==> config.mk <==
export PLATFORM = sky130hd
export DESIGN_NAME = ebus_bridge
export DESIGN_NICKNAME = d
export VERILOG_FILES = /design/src/rtl/ebus_pkg.sv /design/src/rtl/ebus_ctrl.sv /design/src/rtl/ebus_dpath.sv /design/src/rtl/ebus_bridge.sv
export SDC_FILE = /design/constraint.sdc
export NUM_CORES = 1
export LEC_CHECK = 0
export BUFFER_PORTS_ARGS = -buffer_cell sky130_fd_sc_hd__buf_4
export CORE_MARGIN = 3
export CORE_UTILIZATION = 55
export CTS_BUF_LIST = sky130_fd_sc_hd__clkbuf_8
export DETAILED_ROUTE_END_ITERATION = 8
export PLACE_DENSITY = 0.74
export SETUP_SLACK_MARGIN = 0.2
export SLEW_MARGIN = 0
export SYNTH_ARGS = -nofsm -noshare
export SYNTH_HDL_FRONTEND = slang
export SYNTH_SLANG_ARGS = --single-unit
==> constraint.sdc <==
create_clock -name clk -period 3.95 [get_ports clk]
set_input_delay 0 -clock clk [delete_from_list [all_inputs] [get_ports clk]]
set_output_delay 0 -clock clk [all_outputs]
set_load 0.05 [all_outputs]
==> src/rtl/ebus_pkg.sv <==
package ebus_pkg;
  parameter int DATA_W = 16;
  parameter int LANE_W = 8;
  parameter int LANES  = DATA_W / LANE_W;
  parameter int WORDS  = 8;
  parameter int IDX_W  = $clog2(WORDS);
  parameter int ADDR_W = 13;

  // control-to-datapath strobes
  typedef struct packed {
    logic             wrEn;
    logic [LANES-1:0] wrMask;
    logic             rdEn;
    logic [IDX_W-1:0] idx;
  } ebStrobe_t;
endpackage

==> src/rtl/ebus_ctrl.sv <==
module ebus_ctrl
  import ebus_pkg::*;
(
  input  logic              clk,
  input  logic              rst_n,
  input  logic              hsMode,
  input  logic              busCsN,
  input  logic [ADDR_W-1:0] busAddr,
  input  logic [DATA_W-1:0] busDataIn,
  input  logic [LANES-1:0]  busEbN,
  input  logic              busOeN,
  output ebStrobe_t         strobe,
  output logic [DATA_W-1:0] wrData,
  output logic              driveQ,
  output logic              ackQ
);
  logic              csQ;
  logic              oeQ;
  logic [LANES-1:0]  ebQ;
  logic [IDX_W-1:0]  idxQ;
  logic [DATA_W-1:0] dataQ;
  logic              wrCondPrev;
  logic              wrCond;
  logic              rdCond;
  logic              wrPulse;
  logic              ackSet;

  // one register stage on every bus input
  always_ff @(posedge clk or negedge rst_n) begin
    if (!rst_n) begin
      csQ   <= 1'b1;
      oeQ   <= 1'b1;
      ebQ   <= '1;
      idxQ  <= '0;
      dataQ <= '0;
    end else begin
      csQ   <= busCsN;
      oeQ   <= busOeN;
      ebQ   <= busEbN;
      idxQ  <= busAddr[IDX_W:1];
      dataQ <= busDataIn;
    end
  end

  assign wrCond  = ~csQ & ~(&ebQ);
  assign rdCond  = ~csQ & ~oeQ;
  assign wrPulse = wrCond & ~wrCondPrev;
  assign ackSet  = hsMode & (wrPulse | (rdCond & ~driveQ));

  always_ff @(posedge clk or negedge rst_n) begin
    if (!rst_n) begin
      wrCondPrev <= 1'b0;
      driveQ     <= 1'b0;
      ackQ       <= 1'b0;
    end else begin
      wrCondPrev <= wrCond;
      driveQ     <= rdCond;
      if (busCsN || !hsMode) ackQ <= 1'b0;
      else if (ackSet)       ackQ <= 1'b1;
    end
  end

  always_comb begin
    strobe.wrEn   = wrPulse;
    strobe.wrMask = ~ebQ;
    strobe.rdEn   = rdCond;
    strobe.idx    = idxQ;
  end

  assign wrData = dataQ;
endmodule

==> src/rtl/ebus_dpath.sv <==
module ebus_dpath
  import ebus_pkg::*;
(
  input  logic              clk,
  input  logic              rst_n,
  input  ebStrobe_t         strobe,
  input  logic [DATA_W-1:0] wrData,
  output logic [DATA_W-1:0] rdData
);
  logic [DATA_W-1:0] regs [WORDS];

  for (genvar w = 0; w < WORDS; w++) begin : g_word
    for (genvar b = 0; b < LANES; b++) begin : g_lane
      always_ff @(posedge clk or negedge rst_n) begin
        if (!rst_n)
          regs[w][b*LANE_W +: LANE_W] <= '0;
        else if (strobe.wrEn && strobe.wrMask[b] && (strobe.idx == IDX_W'(w)))
          regs[w][b*LANE_W +: LANE_W] <= wrData[b*LANE_W +: LANE_W];
      end
    end
  end

  always_ff @(posedge clk or negedge rst_n) begin
    if (!rst_n)           rdData <= '0;
    else if (strobe.rdEn) rdData <= regs[strobe.idx];
  end
endmodule

==> src/rtl/ebus_bridge.sv <==
module ebus_bridge
  import ebus_pkg::*;
(
  input  logic              clk,
  input  logic              rst_n,
  input  logic              hsMode,
  input  logic              busCsN,
  input  logic [ADDR_W-1:0] busAddr,
  input  logic [DATA_W-1:0] busDataIn,
  input  logic [LANES-1:0]  busEbN,
  input  logic              busOeN,
  output logic [DATA_W-1:0] busDataOut,
  output logic              busDataOe,
  output logic              busAckN
);
  ebStrobe_t         ctrlBus;
  logic [DATA_W-1:0] wrData;
  logic              driveQ;
  logic              ackQ;

  ebus_ctrl u_ctrl (
    .clk(clk), .rst_n(rst_n), .hsMode(hsMode), .busCsN(busCsN),
    .busAddr(busAddr), .busDataIn(busDataIn), .busEbN(busEbN),
    .busOeN(busOeN), .strobe(ctrlBus), .wrData(wrData),
    .driveQ(driveQ), .ackQ(ackQ)
  );

  ebus_dpath u_dpath (
    .clk(clk), .rst_n(rst_n), .strobe(ctrlBus), .wrData(wrData),
    .rdData(busDataOut)
  );

  // live pin gating releases the bus and acknowledge without a clock delay
  assign busDataOe = driveQ & ~busOeN & ~busCsN;
  assign busAckN   = ~(ackQ & ~busCsN);
endmodule

# Word-level counts from Yosys, hierarchy flattened
# Cells that the tools add are included.
# word_totals
output_inout_bits	18
ff_bits	170
# op_classes
n_eq_ne	7
n_bitwise	19
reduce_logical	23
muxes	5
order_cmp	1
# op_table
op	n
$bmux 16 s3	1
$mux 16	2
$logic_and 1x1->1	18
$eq 3x3->1 const B	4
$and 1x1->1	8
$not 1->1	8
$eq 3x2->1 const B	2
$ge 4x4->1 const B	1
$not 3->4	1
$eq 3x1->1 const B	1
$logic_not 3->1	1
$mux 1	2
$not 2->2	1
$reduce_and 2->1	1
$reduce_bool 2->1	1
$logic_not 1->1	1
$logic_or 1x1->1	1
$or 1x1->1	1

# Logic depth before layout (Yosys ltp)
# Gate-level depths: netlist of run 1.
# logic_depth
word_depth	8
ltp_mapped	6

# Hierarchy
# Synthesis of run 1 repeated with hierarchy kept, for this count alone.
# hier_totals
hier_cells	503
area_unflattened_um2	7269.5
# by_module_without_submodules
module	seq_area_each_um2	area_each_um2	n_inst	cells_per_inst
ebus_dpath	3603.5	6532.5	1	465
ebus_ctrl	655.6	718.2	1	36
ebus_bridge	0.0	18.8	1	2

# Worst setup path before layout of run 1
# Ideal clock, no wire load.
# synth_path
kind	register to register
from	register u_ctrl.idxQ[2]
to	register u_dpath.regs[72] in the netlist's numbering
t_required_ns	3.825
path_slack_ns	2.296
n_path_buf	2
path_stages_with_launch	6
arrival_ns	1.529
setup_time_ns	0.125
path_cell_list	dfrtp_1 > buf_6 > nor4_4 > and3_1 > buf_6 > mux2_2
# synth_between
elab_chain_cells	2
# synth_rtl
element	line_no	text
start: declaration	ebus_ctrl.sv:20	logic [IDX_W-1:0] idxQ;
start signal: assignment	ebus_ctrl.sv:40	idxQ <= busAddr[IDX_W:1];
$eq 3x2->1	ebus_dpath.sv:17	else if (strobe.wrEn && strobe.wrMask[b] && (strobe.idx == IDX_W'(w)))
$logic_and 1x1->1	ebus_dpath.sv:17	
end signal: indexed assignment	ebus_dpath.sv:18	regs[w][b*LANE_W +: LANE_W] <= wrData[b*LANE_W +: LANE_W];
end: declaration	ebus_dpath.sv:10	logic [DATA_W-1:0] regs [WORDS];
# No other way between the ends.
# A chain may end at the register's enable or synchronous reset.

# Worst setup path after layout of run 1
# layout_path
from	register u_ctrl.idxQ[0]
to	register u_dpath.rdData[15]
# layout_between
elab_chain_cells	4
# layout_rtl
element	line_no	text
$not 3->4 (not written as such)	ebus_dpath.sv:25	else if (strobe.rdEn) rdData <= regs[strobe.idx];
$bmux 16 s3	ebus_dpath.sv:25	
$mux 16 (not written as such) (2 in series)	ebus_dpath.sv:25	
end signal: assignment	ebus_dpath.sv:25	
end: declaration	ebus_dpath.sv:8	output logic [DATA_W-1:0] rdData
# No other way between the ends. The select of a mux whose other input is x is not followed.

==> results.yml, run 1 <==
finish:
  most-common-layout-cells: "165 x dfrtp_1, 130 x mux2_2, 45 x buf_4"
  area.sequential_um2: 4260
  fill_cells: 929
  most_common_cell_after_layout_fill_and_taps_aside: "dfrtp_1"
  multi_input_comb_area_um2: 2940
  finalInstanceArea_um2: 8490
  post_layout_nonfiller_instances: 740
  syn2layout_area_growth_pct: 15.4
  layout-drive-gt1-share_pct: 45.2
  diodes: 0
  count_of_nets_after_finishing: 591
run:
  maxCapViolations: 0
synthesis:
  synth_warnings: 0
  synthesis.area_um2: 7360
  synth.ff_latch_count: 170
  syn-instance-count: 488
  synthesis.area_per_instance_um2: 15.1
  synth_cell_types: 27
  sequential_share_of_the_synthesized_area_pct: 57.9
  mappedNetlistNets: 524
clocking:
  clock_tree_root_driver_cell: "clkbuf_8"
  post_cts.repair.setup_buffers: 0
  cts.sink_count: 170
  cts.hold.buffers_added: 25
  deepest_level_of_the_cts_h_tree: 4
  clk_pin_slew_worst_paths_ps: 80
  clock_tree.buffer_depth: 2
  numCtsBuffers: 17
  cts_tree: "done"
  number_of_instances_resized_during_post_cts_repair: 0
  worst_skew_pair.late_latency_ps: 460
place:
  dpl-instance-area_um2: 7790
  dp_worst_setup_slack_ps: 1690
  port_buffers: 43
  dp.cells: 683
  gpl.final_weighted_congestion: 0.704
  dp_hpwl_um: 8690
floorplan:
  fp.dieH_um: 122
  design.portCount: 54
  standard_cell_rows: 41
  die-width_um: 122
  overall_die_area_um2: 14800
  initial_core_util_pct: 57.4
  coreArea_um2: 12800
critical_path:
  crit_family: "flip-flops"
  arrival_ps: 2620
  ff2ff_setup_slack_ps: 1640
  cp_num_buf_inv: 1
  cells_on_worst_reg2reg_path: 4
  worstPathCellList: "buf_4 > mux2_2 > o22ai_1 > o31ai_1"
  worstSetupStartpointType: "flop"
  crit-reg2reg-capture: "u_dpath.rdData[15]$_DFFE_PN0N_"
  critical_path.max_stage_delay_ps: 1000
  required_ps: 4270
  critical_path_class: "flop to flop"
  timing.critical_path.fanout_max: 37
  timing.rr.start: "u_ctrl.idxQ[0]$_DFF_PN0_"
  critical_path_s_slowest_cell: "dfrtp_2"
  critPathLaunch: "u_ctrl.idxQ[0]$_DFF_PN0_"
  setup.worst_path.end_class: "flop"
global_routing:
  grt_max_degree: 112
  track_usage_pct: 21.3
  grt_antenna_before_repair: 0
  global_route_wire_length_before_repair_um: 23700
  first_global_vias: 4369
  residual_overflow_from_global_routing: 0
routing:
  totalWireLength_um: 14500
  drt.antenna.violating_nets: 0
  drt_first_pass_iters: 4
  routed-via-count: 4191
  vias_per_cell: 5.66
  dr.first_iter.drc_count: 262
  remaining_drc_errors: 0
  wire_per_inst_um: 19.6
sta:
  finalWorstPathRequiredPeriod_ps: 2310
  tightest_slew_ps: 1000
  tns_setup_ps: 0
  timing_max_transition_violations_final: 0
  setup_viol: 0
  relSlewSlack_pct: 33.2
  rsz0062_at_grt: "false"
  post-route-worst-setup-slack_ps: 1640
  fin_skew_ps: 11.9
  layout_worst_path_cycle_share_pct: 58.4
  fmax_ghz: 0.433
  timing.final.hold_violations: 0
worst_hold_path:
  min_delay_path_depth: 2
  timing.hold.worst.class: "input port to flop"
  min-delay-start: "busDataIn[9]"
  worstHoldEndpoint: "u_ctrl.wrData[9]$_DFF_PN0_"
outcome:
  status: "finished, final reports clean"
pwr:
  ir_drop_v: 0.000362
  power.density_nw_per_um2: 526
  power_leakage_nw: 3.96
-- cell type report --
cell class,count,share of cell area [%]
inverters,2,0.0884
flip-flops and latches,170,50.2
well taps,172,2.53
clock inverters,13,2.17
clock buffers,19,3.08
multi-input cells,292,34.6
repair buffers,72,7.30
-- cells by family after synthesis --
family	share of synthesized area, %
AO/OA/AOI/OAI	5.07
flip-flops	57.9
multiplexers	30.4
buffers and inverters	2.16
AND/OR/NAND/NOR	4.51
-- per-layer routing --
metal | up-vias | GRT usage [%] | routed length (um)
li1 | 1920 | - | -
met1 | 2170 | 30.4 | 6830
met2 | 79 | 31.8 | 6780
met3 | 22 | 5.62 | 634
met4 | 0 | 7.77 | 247
met5 | - | 0 | 0
-- cells in the mapped netlist --
cell type  number  area (um2)
nor4_4          2        42.5
buf_2          10        50.1
dfrtp_1       166        4150
a211oi_1        1        7.51
mux2_4         30         450
buf_4           1        7.51
nor4b_4         2        47.6
mux2i_1        32         320
a22o_1         16         140
mux2_2        130        1460
a21oi_1         1        5.00
dfstp_2         4         105
o22ai_1        16         100
nor3_1          1        5.00
or2_2           1        6.26
inv_1           2        7.51
clkbuf_1        5        18.8
nand2_2        12        75.1
o31ai_1        16         120
buf_1           2        7.51
nand2_1        17        63.8
nand2b_1        3        18.8
nor2b_1         4        25.0
nor3b_1         2        15.0
buf_6           6        67.6
and3_1          4        25.0
nor2_1          2        7.51
-- where the power goes --
group | leakage (nW) | switching, mW | internal, mW
sequential | 2.12 | 0.198 | 2.07
clock | 0.246 | 0.589 | 0.772
combinational | 1.60 | 0.355 | 0.475
-- worst max path at each step --
| stage | depth (start not counted) | to |
|---|---|---|
| 5_1_grt | 4 | u_dpath.rdData[1]$_DFFE_PN0N_ |
| 3_5_place_dp | 4 | u_dpath.rdData[15]$_DFFE_PN0N_ |
| 4_1_cts | 4 | u_dpath.rdData[15]$_DFFE_PN0N_ |
| 6_report | 4 | u_dpath.rdData[15]$_DFFE_PN0N_ |
| 3_3_place_gp | 4 | u_dpath.rdData[1]$_DFFE_PN0N_ |
| 2_1_floorplan | 5 | u_dpath.regs[72]$_DFFE_PN0P_ |
-- sequential cells by signal (all words and copies together), names as in the netlist --
signal / cells
u_ctrl.ackQ: 1
u_ctrl.csQ: 1
u_ctrl.driveQ: 1
u_ctrl.ebQ: 2
u_ctrl.idxQ: 3
u_ctrl.oeQ: 1
u_ctrl.wrCondPrev: 1
u_ctrl.wrData: 16
u_dpath.rdData: 16
u_dpath.regs: 128
-- stage by stage --
step	power (mW)	utilization, %	hold WS, ps
3_3_place_gp	3.07	60.8	109
5_1_grt	4.68	66.2	158
2_1_floorplan	2.88	-	-296
4_1_cts	4.50	66.2	161
3_5_place_dp	3.12	60.8	110
6_report	4.46	66.2	190
Power figures use the tool's default switching activity.
==> run 2: changes to the inputs <==
==> constraint.sdc (replaced) <==
create_clock -name clk -period 2.22 [get_ports clk]
set_input_delay 0 -clock clk [delete_from_list [all_inputs] [get_ports clk]]
set_output_delay 0 -clock clk [all_outputs]
set_load 0.05 [all_outputs]
==> results.yml, run 2 (synthesis results as in run 1) <==
routing:
  drt.antenna.violating_nets: 0
  drt_first_pass_iters: 4
  routed-via-count: 4257
  wire_per_inst_um: 19.9
  vias_per_cell: 5.66
  totalWireLength_um: 14900
  dr.first_iter.drc_count: 266
  remaining_drc_errors: 0
floorplan:
  initial_core_util_pct: 57.4
  overall_die_area_um2: 14800
  design.portCount: 54
  fp.dieH_um: 122
  standard_cell_rows: 41
  coreArea_um2: 12800
  die-width_um: 122
clocking:
  numCtsBuffers: 17
  worst_skew_pair.late_latency_ps: 460
  post_cts.repair.setup_buffers: 0
  clock_tree_root_driver_cell: "clkbuf_8"
  cts.hold.buffers_added: 25
  clock_tree.buffer_depth: 2
  deepest_level_of_the_cts_h_tree: 4
  cts_tree: "done"
  cts.sink_count: 170
  clk_pin_slew_worst_paths_ps: 80
  number_of_instances_resized_during_post_cts_repair: 0
finish:
  most-common-layout-cells: "165 x dfrtp_1, 130 x mux2_2, 55 x buf_4"
  syn2layout_area_growth_pct: 17.3
  layout-drive-gt1-share_pct: 46.6
  top_register: "u_dpath.regs"
  diodes: 0
  fill_cells: 945
  post_layout_nonfiller_instances: 752
  multi_input_comb_area_um2: 2940
  area.sequential_um2: 4260
  count_of_nets_after_finishing: 603
  largest_reg_flops: 128
  most_common_cell_after_layout_fill_and_taps_aside: "dfrtp_1"
sta:
  rsz0062_at_grt: "false"
  setup_viol: 0
  tns_setup_ps: 0
  timing_max_transition_violations_final: 0
  relSlewSlack_pct: 51.7
  post-route-worst-setup-slack_ps: 315
  tightest_slew_ps: 724
  finalWorstPathRequiredPeriod_ps: 1910
  fin_skew_ps: 15.0
  layout_worst_path_cycle_share_pct: 85.8
  timing.final.hold_violations: 0
  fmax_ghz: 0.525
global_routing:
  track_usage_pct: 21.7
  global_route_wire_length_before_repair_um: 24000
  grt_max_degree: 58
  first_global_vias: 4458
  grt_antenna_before_repair: 0
  residual_overflow_from_global_routing: 0
pwr:
  power.density_nw_per_um2: 940
  ir_drop_v: 0.000529
  power_leakage_nw: 4.03
place:
  port_buffers: 43
  dp_hpwl_um: 9380
  gpl.final_weighted_congestion: 0.750
  dp_worst_setup_slack_ps: 304
  dp.cells: 695
critical_path:
  critPathLaunch: "u_ctrl.idxQ[2]$_DFF_PN0_"
  required_ps: 2540
  setup.worst_path.end_class: "flop"
  timing.rr.start: "u_ctrl.idxQ[2]$_DFF_PN0_"
  worstSetupStartpointType: "flop"
  timing.critical_path.fanout_max: 10
  arrival_ps: 2230
  critical_path_class: "flop to flop"
run:
  maxCapViolations: 0
outcome:
  status: "finished, final reports clean"
worst_hold_path:
  timing.hold.worst.class: "input port to async pin"
run 2: power by group:
group	internal, mW	switching, mW	total (mW)
clock network	1.47	1.09	2.56
registers	3.69	0.351	4.04
logic	0.859	0.651	1.51
total	6.02	2.09	8.11
run 2: critical path: stages, from the launching register on:
cell	delay, ps
dfrtp_1	590
nor2b_1	650
buf_4	290
a22o_1	190
o31ai_1	70
run 2: per-layer routing:
layer | routed length, um | up-vias | global-route usage [%] | part of all wire, %
met5 | 0 | - | 0 | 0
met4 | 199 | 0 | 6.30 | 1.3
met3 | 733 | 16 | 5.66 | 4.9
met2 | 6930 | 83 | 32.7 | 46
met1 | 7070 | 2222 | 31.3 | 47
li1 | - | 1936 | - | -
run 2: layout make-up:
class / count / share of cell area (%)
clock buffer: 18 / 2.87
clock inverter: 14 / 2.65
inverter: 2 / 0.0870
multi-input combinational: 292 / 34.0
sequential: 170 / 49.3
tap: 172 / 2.49
timing repair buffer: 84 / 8.51
run 2: path summary, 6_finish.rpt:
path	to	slack [ps]	cells after the start
setup / recovery	u_dpath.rdData[7]$_DFFE_PN0N_	310	4
hold / removal	u_dpath.regs[90]$_DFFE_PN0P_	60	2
setup reg to reg	u_dpath.rdData[7]$_DFFE_PN0N_	310	4
hold reg to reg	u_dpath.rdData[14]$_DFFE_PN0N_	490	2
max in group asynchronous	u_ctrl.ebQ[0]$_DFF_PN1_	1290	3
min in group clk	u_ctrl.ebQ[1]$_DFF_PN1_	190	2
run 2: metrics by stage:
step           area, um2  total power, mW  utilization [%]  hold slack, ps
5_1_grt             8630             8.48             67.3            83.0
6_report            8630             8.11             67.3            59.5
2_1_floorplan       7360             5.13                -            -296
3_5_place_dp        7910             5.58             61.6           -13.2
3_3_place_gp        7910             5.48             61.6           -21.9
4_1_cts             8630             8.17             67.3            63.0
==> run 3: changes to the inputs <==
--- a/config.mk
+++ b/config.mk
@@ -6,7 +6,6 @@
 export NUM_CORES = 1
 export LEC_CHECK = 0
 export BUFFER_PORTS_ARGS = -buffer_cell sky130_fd_sc_hd__buf_4
-export CORE_MARGIN = 3
 export CORE_UTILIZATION = 55
 export CTS_BUF_LIST = sky130_fd_sc_hd__clkbuf_8
 export DETAILED_ROUTE_END_ITERATION = 8
==> results.yml, run 3 (synthesis results as in run 1) <==
outcome:
  status: "finished, final reports clean"
finish:
  multi_input_comb_area_um2: 2940
  layout-drive-gt1-share_pct: 46.5
  top_register: "u_dpath.regs"
  fill_cells: 916
  most_common_cell_after_layout_fill_and_taps_aside: "dfrtp_1"
  largest_reg_flops: 128
  area.sequential_um2: 4260
  most-common-layout-cells: "165 x dfrtp_1, 130 x mux2_2, 53 x buf_4"
  diodes: 0
  count_of_nets_after_finishing: 602
  finalInstanceArea_um2: 8580
  syn2layout_area_growth_pct: 16.6
global_routing:
  first_global_vias: 4431
  grt_antenna_before_repair: 0
  global_route_wire_length_before_repair_um: 23600
  track_usage_pct: 22.4
  grt_max_degree: 68
  residual_overflow_from_global_routing: 0
worst_hold_path:
  timing.hold.worst.class: "input port to async pin"
sta:
  finalWorstPathRequiredPeriod_ps: 1870
  setup_viol: 0
  relSlewSlack_pct: 51.7
  tns_setup_ps: 0
  fmax_ghz: 0.533
  post-route-worst-setup-slack_ps: 345
  layout_worst_path_cycle_share_pct: 84.5
  tightest_slew_ps: 723
  rsz0062_at_grt: "false"
  timing_max_transition_violations_final: 0
  timing.final.hold_violations: 0
  fin_skew_ps: 11.1
place:
  dp_worst_setup_slack_ps: 329
  port_buffers: 43
  dpl-instance-area_um2: 7910
  gpl.final_weighted_congestion: 0.740
  dp_hpwl_um: 8990
critical_path:
  timing.rr.start: "u_ctrl.idxQ[2]$_DFF_PN0_"
  arrival_ps: 2210
  worstSetupStartpointType: "flop"
  ff2ff_setup_slack_ps: 350
  required_ps: 2550
  setup.worst_path.end_class: "flop"
  cells_on_worst_reg2reg_path: 4
  critical_path_class: "flop to flop"
  critPathLaunch: "u_ctrl.idxQ[2]$_DFF_PN0_"
  timing.critical_path.to: "u_dpath.rdData[5]$_DFFE_PN0N_"
  crit-reg2reg-capture: "u_dpath.rdData[5]$_DFFE_PN0N_"
  timing.critical_path.fanout_max: 10
pwr:
  p_switching_mw: 2.02
  power_leakage_nw: 4.02
  power.density_nw_per_um2: 907
  power_mw: 7.78
  power.internal_mw: 5.76
  clockPowerShare_pct: 28.8
  power.share.combinational_pct: 19.3
  power_switching_share_pct: 25.9
  ir_drop_v: 0.000457
  power.sequential.fraction_pct: 51.9
floorplan:
  coreArea_um2: 12800
  die-width_um: 118
  fp.dieH_um: 118
  standard_cell_rows: 41
  initial_core_util_pct: 57.4
  overall_die_area_um2: 13800
  design.portCount: 54
clocking:
  deepest_level_of_the_cts_h_tree: 4
  clock_tree.buffer_depth: 2
  clk_pin_slew_worst_paths_ps: 80
  cts.sink_count: 170
  post_cts.repair.setup_buffers: 0
  cts.hold.buffers_added: 25
  number_of_instances_resized_during_post_cts_repair: 0
  numCtsBuffers: 17
  worst_skew_pair.late_latency_ps: 450
  cts_tree: "done"
  clock_tree_root_driver_cell: "clkbuf_8"
routing:
  wire_per_inst_um: 19.2
  vias_per_cell: 5.60
  totalWireLength_um: 14400
  dr.first_iter.drc_count: 272
  drt_first_pass_iters: 4
  drt.antenna.violating_nets: 0
  remaining_drc_errors: 0
  routed-via-count: 4209
run:
  maxCapViolations: 0
-- run 3: changes by cell type in the layout (fill, tap and decap cells not counted), sizes merged --
| cell | delta |
|---|---|
| buf | -1 |
| bufinv | -3 |
| clkinv | +2 |
| clkbuf | +3 |
| clkinvlp | -2 |
-- run 3: how the worst min path moves through the flow --
stage / end / depth (start not counted)
floorplan: u_ctrl.ackQ$_DFFE_PN0P_ / 0
global placement: u_ctrl.wrData[11]$_DFF_PN0_ / 1
detailed placement: u_dpath.rdData[11]$_DFFE_PN0N_ / 1
CTS: u_dpath.rdData[11]$_DFFE_PN0N_ / 2
global route: u_dpath.rdData[11]$_DFFE_PN0N_ / 2
finish: u_dpath.rdData[11]$_DFFE_PN0N_ / 2
-- run 3: layout make-up --
cell class	count	share of cell area, %
well taps	172	2.51
inverters	2	0.0875
flip-flops and latches	170	49.7
repair buffers	83	8.62
clock buffers	21	3.37
clock inverters	11	1.47
multi-input cells	292	34.3
-- run 3: power by group through the flow --
stage,Clock [mW],Combinational (mW),Sequential [mW]
2_1_floorplan,0,0.963,4.16
3_3_place_gp,0,1.43,4.05
3_5_place_dp,0,1.48,4.09
4_1_cts,2.29,1.52,4.03
5_1_grt,2.42,1.63,4.11
6_report,2.24,1.50,4.04
-- run 3: layer usage --
metal | routed length, um | GRT usage [%]
met5 | 0 | 0
met3 | 672 | 5.18
met4 | 177 | 6.49
met2 | 6840 | 35.1
met1 | 6730 | 31.3
-- run 3: worst max-delay path, stage by stage, from the launching register on --
cell and delay (ps):
dfrtp_1 590, nor2b_1 650, buf_4 290, a22o_1 170, o31ai_1 70
-- run 3: through the flow --
stage          util (%)  hold slack (ps)  std cells
6_report           66.9              117        751
5_1_grt            66.9              165        751
4_1_cts            66.9              131        751
3_5_place_dp       61.7             44.5        694
3_3_place_gp       61.7             33.7        694
2_1_floorplan         -             -296        488
